File: src/rtl/bag_pkg.sv
package bag_pkg;

  // Four-beat burst: the lane is the low part of the address that moves.
  localparam int unsigned LANE_W = 2;

  typedef logic [LANE_W-1:0] lane_t;

  // Interleaved order: every lane bit flips when the matching beat bit is set.
  function automatic lane_t lane_interleave(input lane_t start_lo, input lane_t pos);
    return start_lo ^ pos;
  endfunction

  // Linear order: wrap-around addition inside the lane.
  function automatic lane_t lane_linear(input lane_t start_lo, input lane_t pos);
    return lane_t'(start_lo + pos);
  endfunction

  // Next beat position, wrapping after the last beat.
  function automatic lane_t lane_next(input lane_t pos);
    return lane_t'(pos + lane_t'(1));
  endfunction

  // Load decision: controller strobe is ungated, processor strobe needs chip enable.
  function automatic logic start_request(input logic ctl_n, input logic cpu_n,
                                         input logic ce_n);
    return (!ctl_n) || (!cpu_n && !ce_n);
  endfunction

endpackage

File: src/rtl/bag_strobe_qual.sv
module bag_strobe_qual (
  input  logic clk_en,
  input  logic ctl_strobe_n,
  input  logic cpu_strobe_n,
  input  logic chip_en_n,
  output logic load_fire
);
  import bag_pkg::*;

  always_comb begin
    load_fire = clk_en && start_request(ctl_strobe_n, cpu_strobe_n, chip_en_n);
  end
endmodule

File: src/rtl/bag_beat_ctr.sv
module bag_beat_ctr (
  input  logic                      clk,
  input  logic                      rst,
  input  logic                      clk_en,
  input  logic                      load_fire,
  input  logic                      adv_n,
  output logic                      step_fire,
  output logic [bag_pkg::LANE_W-1:0] beat
);
  import bag_pkg::*;

  lane_t beat_q;

  // Advance only when no load owns this edge.
  always_comb begin
    step_fire = clk_en && !load_fire && !adv_n;
  end

  always_ff @(posedge clk) begin
    if (rst) begin
      beat_q <= '0;
    end else if (load_fire) begin
      beat_q <= '0;
    end else if (step_fire) begin
      beat_q <= lane_next(beat_q);
    end
  end

  assign beat = beat_q;
endmodule

File: src/rtl/bag_addr_reg.sv
module bag_addr_reg #(
  parameter int unsigned ADDR_W = 15
) (
  input  logic              clk,
  input  logic              rst,
  input  logic              load_fire,
  input  logic [ADDR_W-1:0] start_addr,
  output logic [ADDR_W-1:0] base_addr
);
  logic [ADDR_W-1:0] base_q;

  always_ff @(posedge clk) begin
    if (rst) begin
      base_q <= '0;
    end else if (load_fire) begin
      base_q <= start_addr;
    end
  end

  assign base_addr = base_q;
endmodule

File: src/rtl/bag_order_mux.sv
module bag_order_mux #(
  parameter int unsigned ADDR_W = 15
) (
  input  logic [ADDR_W-1:0]          base_addr,
  input  logic [bag_pkg::LANE_W-1:0] beat,
  input  logic                       order_xor,
  output logic [ADDR_W-1:0]          cur_addr
);
  import bag_pkg::*;

  localparam int unsigned HI_W = ADDR_W - LANE_W;

  lane_t start_lo;
  lane_t ilv_lo;
  lane_t lin_lo;
  lane_t sel_lo;

  assign start_lo = base_addr[LANE_W-1:0];
  assign lin_lo   = lane_linear(start_lo, beat);

  // Interleaved lanes are independent per bit: build them bit by bit.
  for (genvar i = 0; i < LANE_W; i++) begin : g_ilv
    lane_t one_bit;
    always_comb begin
      one_bit = '0;
      one_bit[i] = 1'b1;
    end
    assign ilv_lo[i] = |(lane_interleave(start_lo & one_bit, beat & one_bit));
  end

  assign sel_lo   = order_xor ? ilv_lo : lin_lo;
  assign cur_addr = {base_addr[ADDR_W-1 -: HI_W], sel_lo};
endmodule

File: src/rtl/burst_addr_gen.sv
module burst_addr_gen #(
  parameter int unsigned ADDR_W = 15
) (
  input  logic              clk,
  input  logic              rst,
  input  logic              clk_en,
  input  logic              ctl_strobe_n,
  input  logic              cpu_strobe_n,
  input  logic              chip_en_n,
  input  logic              adv_n,
  input  logic              order_xor,
  input  logic [ADDR_W-1:0] start_addr,
  output logic [ADDR_W-1:0] cur_addr,
  output logic [1:0]        beat
);
  import bag_pkg::*;

  // Named internal events, visible to the bound checker.
  logic              load_fire;
  logic              step_fire;
  logic [ADDR_W-1:0] base_addr;
  lane_t             beat_w;

  bag_strobe_qual u_qual (
    .clk_en       (clk_en),
    .ctl_strobe_n (ctl_strobe_n),
    .cpu_strobe_n (cpu_strobe_n),
    .chip_en_n    (chip_en_n),
    .load_fire    (load_fire)
  );

  bag_beat_ctr u_ctr (
    .clk       (clk),
    .rst       (rst),
    .clk_en    (clk_en),
    .load_fire (load_fire),
    .adv_n     (adv_n),
    .step_fire (step_fire),
    .beat      (beat_w)
  );

  bag_addr_reg #(.ADDR_W(ADDR_W)) u_areg (
    .clk        (clk),
    .rst        (rst),
    .load_fire  (load_fire),
    .start_addr (start_addr),
    .base_addr  (base_addr)
  );

  bag_order_mux #(.ADDR_W(ADDR_W)) u_mux (
    .base_addr (base_addr),
    .beat      (beat_w),
    .order_xor (order_xor),
    .cur_addr  (cur_addr)
  );

  assign beat = beat_w;
endmodule

File: config.mk
export PLATFORM = sky130hd
export DESIGN_NAME = burst_addr_gen
export DESIGN_NICKNAME = d
export VERILOG_FILES = /design/src/rtl/bag_pkg.sv /design/src/rtl/bag_strobe_qual.sv /design/src/rtl/bag_beat_ctr.sv /design/src/rtl/bag_addr_reg.sv /design/src/rtl/bag_order_mux.sv /design/src/rtl/burst_addr_gen.sv
export SDC_FILE = /design/constraint.sdc
export NUM_CORES = 1
export LEC_CHECK = 0
export ABC_AREA = 1
export BUFFER_PORTS_ARGS = -buffer_cell sky130_fd_sc_hd__buf_2
export CAP_MARGIN = 20
export CORE_ASPECT_RATIO = 0.75
export CORE_MARGIN = 4
export CORE_UTILIZATION = 41
export DETAILED_ROUTE_END_ITERATION = 8
export PLACE_DENSITY = 0.73
export SYNTH_ARGS = -nofsm -noshare
export SYNTH_HDL_FRONTEND = slang
export SYNTH_HIERARCHICAL = 1
export SYNTH_SLANG_ARGS = --single-unit
File: constraint.sdc
create_clock -name clk -period 1 [get_ports clk]
set_clock_uncertainty 0.05 [all_clocks]
set_input_delay 0.05 -clock clk [delete_from_list [all_inputs] [get_ports clk]]
set_output_delay 0.05 -clock clk [all_outputs]
set_load 0.02 [all_outputs]
==> results.md <==
- Synthesis Warnings: 6
- Delay-heaviest family, CP: flip-flops
- Row count: 14
- Failing checks: negative setup slack
- Largest net degree at the start of global routing: 17
- Die area: 3100 µm²
- Relative slew slack: 86.8%
- Starting density of the core: 44.7%
- Port-buffer cells: 39
- # clock sinks: 17
- Slowest CP cell: dfxtp_2
- Worst path bufs/invs: 3
- Worst Path Required: 0.90 ns
- GRT Util Overall: 14.0%
- # setup viols final: 3
- Dpl hpwl: 1370 µm
- Hold slack: 0.00919 ns
- Setup crit end kind: output pin
- Final instance area: 1240 µm²
- Initial DRC count: 30
- Final critical-path required period: 1.31 ns
- Global-route wire length before repair: 3410 µm
- Drt wl/cell: 9.55 µm
- Peak Freq: 766 MHz
- Inserted Clock Buffers: 3
- Pwr Density: 1220 nW/µm²
- Status: complete, but fails checks
- Clock transition at the registers of the reported paths: 0.09 ns
- Max-cap violations: 0
- Cells after Synth: 144
- # diodes: 0
- Mapped cell area: 931 µm²
- Worst-path cell chain: ha_4, inv_2, nor2_2, nand3_1, nand2_1, inv_1, buf_6
- Clock Latency Late Sink: 0.29 ns
- Drt drc: 0
- Chip width: 63.0 µm
- Avg Inst Size Synth: 6.46 µm²
- Placed instance area: 1050 µm²
- DR vias: 868
- RSZ-0062 raised after global routing: true
- Nets: 210
- Crit path DAT: 1.21 ns
- DR pass1 iterations: 4
- Max incr delay on CP: 0.37 ns
- Post-synth net total: 168
- Hold Path Class: primary input to flop
- # IOs: 40
- Crit share post-route: 131%
- Final weighted congestion in routability-driven placement: 0.648
- Initial antenna violation count: 0
- CP Max Fanout: 2
- Hold Vio Cnt, Final: 0
- Filler cell count: 201
- Crit path launch type: flop
- P_leak: 0.700 nW
- GR Overflow Total: 0
- Layout area overhead: 33.2%
- Die height: 49.3 µm
- CTS root buf: clkbuf_4
- WS Path Type: flop to output pin
- Slew @ Worst Pin: 0.198 ns
- CORE AREA: 2080 µm²
- Peak VDD IR: 0.654 mV
- Max Slew Vio Count: 0
- TritonCTS clock tree: built
- Final worst slack: -0.305 ns
- Clock H-tree levels: 1
- Share of cells above drive strength 1: 32.4%
- Vias per cell: 4.15
- Via count of the first global-routing pass: 808
- Post-route ant nets: 0
- Drt total wl: 2000 µm
- Longest Clk Path Bufs: 2
-- layout make-up --
cell class / instances / area, µm² / area share, %
multi-input cells: 84 / 372 / 30.0
repair buffers: 54 / 369 / 29.8
flip-flops and latches: 17 / 344 / 27.7
inverters: 26 / 98.8 / 7.97
well taps: 24 / 30.0 / 2.42
clock buffers: 4 / 26.3 / 2.12
-- layout by cell type (no fill, tap or decap), drive strengths merged --
master	instances
ha	1
dfxtp	17
a21oi	2
buf	42
dlygate4sd3	12
nand3	3
nor2	38
inv	25
clkinv	1
nand2	40
clkbuf	4
-- tightest hold or removal path, cell delays in order --
cell	delay [ns]
buf_2	0.08
inv_1	0.03
nand2_1	0.04
nand2_1	0.04
nor2_1	0.07
-- flip-flops by register name, summed over array words and instances (netlist names) --
register	cells
u_areg/base_addr	15
u_ctr/beat	2
-- final timing paths --
path,startpoint,cells after the start,slack (ns),to
worst max register to register,u_ctr/beat[0],6,-0.01,u_ctr/beat[1]
worst max-delay path,u_ctr/beat[0],7,-0.31,cur_addr[1]
worst min-delay path,start_addr[8],5,0.009,u_areg/base_addr[8]
worst min register to register,u_areg/base_addr[9],2,0.42,u_areg/base_addr[9]
-- timing repair --
action	CTS	global route
pin swaps	4	4
buffers inserted	1	0
endpoints found under the hold margin	12	0
resized for setup	11	2
endpoints found under the setup margin	3	8
hold buffers	12	0
-- layer usage --
metal | up-vias | track usage, % | routed length (µm)
li1 | 480 | - | -
met1 | 360 | 13.3 | 792
met2 | 26 | 26.3 | 1050
met3 | 2 | 6.45 | 144
met4 | 0 | 4.76 | 10
met5 | - | 0 | 0
-- per-stage QoR --
stage / setup TNS [ns] / util, % / worst slack (ns) / total power, W / instances
2_1_floorplan: 0 / - / 0.0419 / 0.00105 / 144
3_3_place_gp: 0 / 50.3 / 0.00550 / 0.00109 / 192
3_5_place_dp: -0.148 / 50.3 / -0.0317 / 0.00110 / 192
4_1_cts: -0.456 / 59.3 / -0.332 / 0.00152 / 209
5_1_grt: -0.707 / 59.5 / -0.387 / 0.00162 / 209
6_report: -0.431 / 59.5 / -0.305 / 0.00151 / 209
-- report_power, final --
part / internal (W) / switching [W] / total [W]
Clock: 0.000155 / 0.000203 / 0.000358
Combinational: 0.000185 / 0.000214 / 0.000399
Sequential: 0.000726 / 0.0000268 / 0.000753
No activity file was read; power rests on OpenSTA's default activity.
